## config.mk

```make
export PLATFORM = sky130hd
export DESIGN_NAME = gpio_port_modes
export DESIGN_NICKNAME = d
export VERILOG_FILES = /design/src/rtl/gpio_mode_pkg.sv /design/src/rtl/gpio_pin_decode.sv /design/src/rtl/gpio_pin_sense.sv /design/src/rtl/gpio_port_modes.sv
export SDC_FILE = /design/constraint.sdc
export NUM_CORES = 1
export LEC_CHECK = 0
export BUFFER_PORTS_ARGS = -buffer_cell sky130_fd_sc_hd__buf_2
export CAP_MARGIN = 20
export CELL_PAD_IN_SITES_DETAIL_PLACEMENT = 0
export CELL_PAD_IN_SITES_GLOBAL_PLACEMENT = 1
export CORE_MARGIN = 2
export CORE_UTILIZATION = 34
export CTS_BUF_LIST = sky130_fd_sc_hd__clkbuf_4 sky130_fd_sc_hd__clkbuf_8 sky130_fd_sc_hd__clkbuf_16
export DETAILED_ROUTE_END_ITERATION = 12
export PLACE_DENSITY_LB_ADDON = 0.12
export SKIP_CTS_REPAIR_TIMING = 1
export SYNTH_ARGS = -nofsm -noshare
export SYNTH_HDL_FRONTEND = slang
export SYNTH_SLANG_ARGS = --single-unit
```

## constraint.sdc

```tcl
create_clock -name clk -period 0.8 [get_ports clk]
set_input_delay 0.04 -clock clk [delete_from_list [all_inputs] [get_ports clk]]
set_output_delay 0.04 -clock clk [all_outputs]
set_load 0.01 [all_outputs]
```

## src/rtl/gpio_mode_pkg.sv

```systemverilog
package gpio_mode_pkg;

    localparam int CFG_W  = 4;
    localparam int SPD_W  = 2;

    localparam logic [1:0] MODE_IN   = 2'b00;
    localparam logic [1:0] CNF_ANA   = 2'b00;
    localparam logic [1:0] CNF_PULL  = 2'b10;

    typedef struct packed {
        logic             oe;
        logic             out;
        logic             od;
        logic             pu;
        logic             pd;
        logic             ie;
        logic [SPD_W-1:0] spd;
    } pad_ctrl_t;

endpackage

```

## src/rtl/gpio_pin_decode.sv

```systemverilog
module gpio_pin_decode
    import gpio_mode_pkg::*;
(
    input  logic [CFG_W-1:0] cfg,
    input  logic             latch,
    input  logic             alt_val,
    output pad_ctrl_t        ctrl
);
    logic [1:0] mode;
    logic [1:0] cnf;
    logic       sel_val;

    assign mode = cfg[1:0];
    assign cnf  = cfg[3:2];

    always_comb begin
        ctrl    = '0;
        sel_val = cnf[1] ? alt_val : latch;
        if (mode == MODE_IN) begin
            unique case (cnf)
                CNF_ANA: begin
                    ctrl.ie = 1'b0;
                end
                CNF_PULL: begin
                    ctrl.ie = 1'b1;
                    ctrl.pu = latch;
                    ctrl.pd = ~latch;
                end
                default: begin
                    ctrl.ie = 1'b1;
                end
            endcase
        end else begin
            ctrl.ie  = 1'b1;
            ctrl.spd = mode;
            ctrl.od  = cnf[0];
            if (cnf[0]) begin
                ctrl.oe  = ~sel_val;
                ctrl.out = 1'b0;
            end else begin
                ctrl.oe  = 1'b1;
                ctrl.out = sel_val;
            end
        end
    end

endmodule

```

## src/rtl/gpio_pin_sense.sv

```systemverilog
module gpio_pin_sense (
    input  logic in_en,
    input  logic pad,
    output logic in_bit
);
    assign in_bit = in_en & pad;
endmodule

```

## src/rtl/gpio_port_modes.sv

```systemverilog
module gpio_port_modes
    import gpio_mode_pkg::*;
#(
    parameter int NPINS = 16
) (
    input  logic                   clk,
    input  logic                   rst_n,
    input  logic [CFG_W*NPINS-1:0] cfg_word,
    input  logic [NPINS-1:0]       out_latch,
    input  logic [NPINS-1:0]       alt_out,
    input  logic [NPINS-1:0]       pad_in,
    output logic [NPINS-1:0]       pad_oe,
    output logic [NPINS-1:0]       pad_out,
    output logic [NPINS-1:0]       pad_od,
    output logic [NPINS-1:0]       pad_pu,
    output logic [NPINS-1:0]       pad_pd,
    output logic [NPINS-1:0]       pad_ie,
    output logic [SPD_W*NPINS-1:0] pad_speed,
    output logic [NPINS-1:0]       in_data
);
    typedef struct packed {
        pad_ctrl_t [NPINS-1:0] ctl;
        logic      [NPINS-1:0] din;
    } port_t;

    pad_ctrl_t [NPINS-1:0] ctl_w;
    logic      [NPINS-1:0] din_w;
    port_t                 port_d;
    port_t                 port_q;

    for (genvar i = 0; i < NPINS; i++) begin : g_pin
        gpio_pin_decode u_dec (
            .cfg     (cfg_word[CFG_W*i +: CFG_W]),
            .latch   (out_latch[i]),
            .alt_val (alt_out[i]),
            .ctrl    (ctl_w[i])
        );
        gpio_pin_sense u_sense (
            .in_en  (ctl_w[i].ie),
            .pad    (pad_in[i]),
            .in_bit (din_w[i])
        );
    end

    always_comb begin
        port_d     = port_q;
        port_d.ctl = ctl_w;
        port_d.din = din_w;
    end

    always_ff @(posedge clk or negedge rst_n) begin
        if (!rst_n) begin
            port_q <= '0;
        end else begin
            port_q <= port_d;
        end
    end

    always_comb begin
        for (int i = 0; i < NPINS; i++) begin
            pad_oe[i]                  = port_q.ctl[i].oe;
            pad_out[i]                 = port_q.ctl[i].out;
            pad_od[i]                  = port_q.ctl[i].od;
            pad_pu[i]                  = port_q.ctl[i].pu;
            pad_pd[i]                  = port_q.ctl[i].pd;
            pad_ie[i]                  = port_q.ctl[i].ie;
            pad_speed[SPD_W*i +: SPD_W] = port_q.ctl[i].spd;
        end
        in_data = port_q.din;
    end

endmodule

```

==> flow_summary_export.csv <==
group,metric,value,unit
power,pwr-share-clk,43.5,%
power,intPower,13.8,mW
synthesis,yosys.area_share.simple,17.2,%
worst_hold_path,hold-path-endpoint,"pad_speed[29]",
route,drtIter0Drc,134,
timing,fmax,1010,MHz
critical_path,path_buf_inv,2,
cts,cts.sinks,144,
status,violations,"hold timing, setup timing",
power,power.switching,3.97,mW
synthesis,synth_top_family_by_area,"simple AND/OR/NAND/NOR gates",
floorplan,die_h,124,um
worst_hold_path,hold_path_startpoint,"cfg_word[57]",
cts,numCtsBuffers,17,
critical_path,crit_path_top_delay_cell,"dlygate4sd3_1",
power,p_sw_share,22.3,%
global_route,grt_pass1_wl,18700,um
synthesis,synth_nets,443,
synthesis,ys_ff_latch,144,
timing,setup_viol,169,
cells_and_area,layout-drive-gt1-share,51.8,%
timing,tns,-21.91,ns
placement,hpwl,10100,um
floorplan,die_width,124,um
synthesis,synthMuxAreaShare,3.46,%
synthesis,synth_top_area_share,73.9,%
route,drc,0,
critical_path,end_kind,"flop",
synthesis,synth_compound_area_share,2.33,%
timing,max-slew-margin-rel,80.0,%
synthesis,avgSynthCellArea,14.8,sq um
floorplan,dieArea,15300,sq um
cells_and_area,syn_to_final_growth,77.1,%
synthesis,synth_top_cell_by_area,"dfrtp_1",
route,wire_per_inst,14.7,um
critical_path,critPathMaxStageDelay,0.59,ns
synthesis,yosys_warnings,0,
global_route,antenna_found_initial,0,
power,power,17.8,mW
route,firstDrtPassIters,4,
floorplan,ios,258,
timing,drv_slew,0,
run,maxCapViolCount,0,
cells_and_area,antenna_cells,0,
synthesis,synth-adder-area-share,0,%
critical_path,crit_required,1.10,ns
cells_and_area,final_common_cell,"buf_2",
power,pwr-share-seq,43.5,%
timing,period_share,124,%
global_route,grt_pass1_vias,3853,
floorplan,start_util,35.0,%
cts,clk_pin_slew_worst_paths,0.06,ns
cts,clockRootBuffer,"clkbuf_16",
placement,io_buffers,257,
synthesis,ys_types,20,
timing,period_needed,0.992,ns
synthesis,netlist_top_cells_area,"dfrtp_1, or4_4, clkbuf_1",
power,power.density,2060,nW/um^2
timing,tightestPinTransition,0.296,ns
worst_hold_path,hold_path.class,"input port to flop",
cells_and_area,final_cell_mix,"buf_2, dfrtp_1, dlygate4sd3_1",
global_route,track_usage,16.5,%
power,combPwrFrac,13.0,%
critical_path,critPathTopFamily,"buffers and inverters",
worst_hold_path,holdPathStages,1,
global_route,globalRouteOverflowTotal,0,
timing,finalWorstSetupSlack,-0.192,ns
cts,h-tree-depth,4,
synthesis,ys_seq_area_share,73.9,%
floorplan,core-area,13900,sq um
placement,pre_cts_slack,-0.168,ns
placement,place.gp.congestion,0.778,
critical_path,cp_data_arrival_time,1.30,ns
timing,rsz0062_at_grt,"true",
global_route,grt_max_degree,34,
route,via_per_inst,4.42,
route,wl,13600,um
cts,cts_buffer_depth,2,
route,drtAntennaViolNets,0,
critical_path,path_max_fanout,3,
synthesis,synthCells,329,
synthesis,synth_xor_area_share,0,%
status,outcome,"finished with violations",
cts,cts_tree,"done",
route,vias,4068,
critical_path,cp_cell_sequence,"buf_2 -> dlygate4sd3_1 -> or4_4 -> and2_4",
power,leakagePower,4.38,nW
cells_and_area,num-nets-final,842,
critical_path,worstSetupPathType,"input port to flop",
critical_path,critPathLaunchType,"input port",
power,peakVddDrop,1.44,mV
timing,timing.hold.ws,-0.236,ns
synthesis,syn-cell-area,4880,sq um
floorplan,core.rowCount,43,
timing,hold_viol_final,53,
## power groups by stage
stage | Sequential [mW] | Clock [mW] | Combinational, mW
3_5_place_dp | 7.84 | 0 | 1.87
6_report | 7.75 | 7.74 | 2.32
5_1_grt | 7.78 | 8.30 | 2.53
3_3_place_gp | 7.83 | 0 | 1.84
2_1_floorplan | 8.05 | 0 | 0.384
4_1_cts | 7.72 | 7.93 | 1.87
## cells in the mapped netlist
cell type / instances
or4_4: 16
nor4bb_1: 8
and4b_1: 11
a21oi_1: 7
inv_1: 9
clkbuf_1: 32
and4bb_1: 1
nor2b_1: 7
and2_4: 2
and2_1: 14
nor3b_1: 7
and4b_2: 2
nor2_1: 25
mux2_1: 7
nor3_1: 9
and4bb_2: 1
and4_1: 9
dfrtp_1: 144
o22a_1: 9
mux2i_1: 9
## sequential cells by signal, summed over array words and instances (netlist names)
register and cells:
pad_speed 32, in_data 16, pad_ie 16, pad_od 16, pad_oe 16, pad_out 16
pad_pd 16, pad_pu 16
## layout make-up
| type | instances | area [sq um] |
|---|---|---|
| flip-flops and latches | 144 | 3600 |
| inverters | 9 | 33.8 |
| clock inverters | 11 | 111 |
| clock buffers | 21 | 480 |
| repair buffers | 412 | 3070 |
| fillers | 1128 | 5300 |
| multi-input cells | 144 | 1120 |
| well taps | 180 | 225 |
## layer usage
layer / up-vias / part of all wire (%) / global-route usage (%)
met2: 153 / 53 / 28.7
met5: - / 0 / 0
met1: 1966 / 35 / 16.5
met4: 0 / 1.8 / 8.38
li1: 1930 / - / -
met3: 19 / 9.9 / 7.74
## logic make-up (layout without fill, tap and decap cells)
logic type / Yosys count / in the layout
compound gates: 16 / 16
buf+inv: 41 / 453
flops: 144 / 144
mux: 16 / 16
simple gates: 112 / 112
## through the flow
step	util, %	instances	cell area (sq um)
global placement	49.4	808	6880
CTS	53.6	840	7470
detailed placement	49.4	808	6880
global route	62.0	921	8640
finish	62.0	921	8640
floorplan	-	329	4880
## how the worst max path moves through the flow
stage,from,endpoint,depth (start not counted)
2_1_floorplan,cfg_word[46],in_data[11],2
3_3_place_gp,cfg_word[19],in_data[4],3
3_5_place_dp,cfg_word[27],in_data[6],3
4_1_cts,pad_ie[15],pad_ie[15],1
5_1_grt,pad_ie[15],pad_ie[15],1
6_report,cfg_word[44],in_data[11],4
Note: power is estimated with default switching activity, not from simulation.
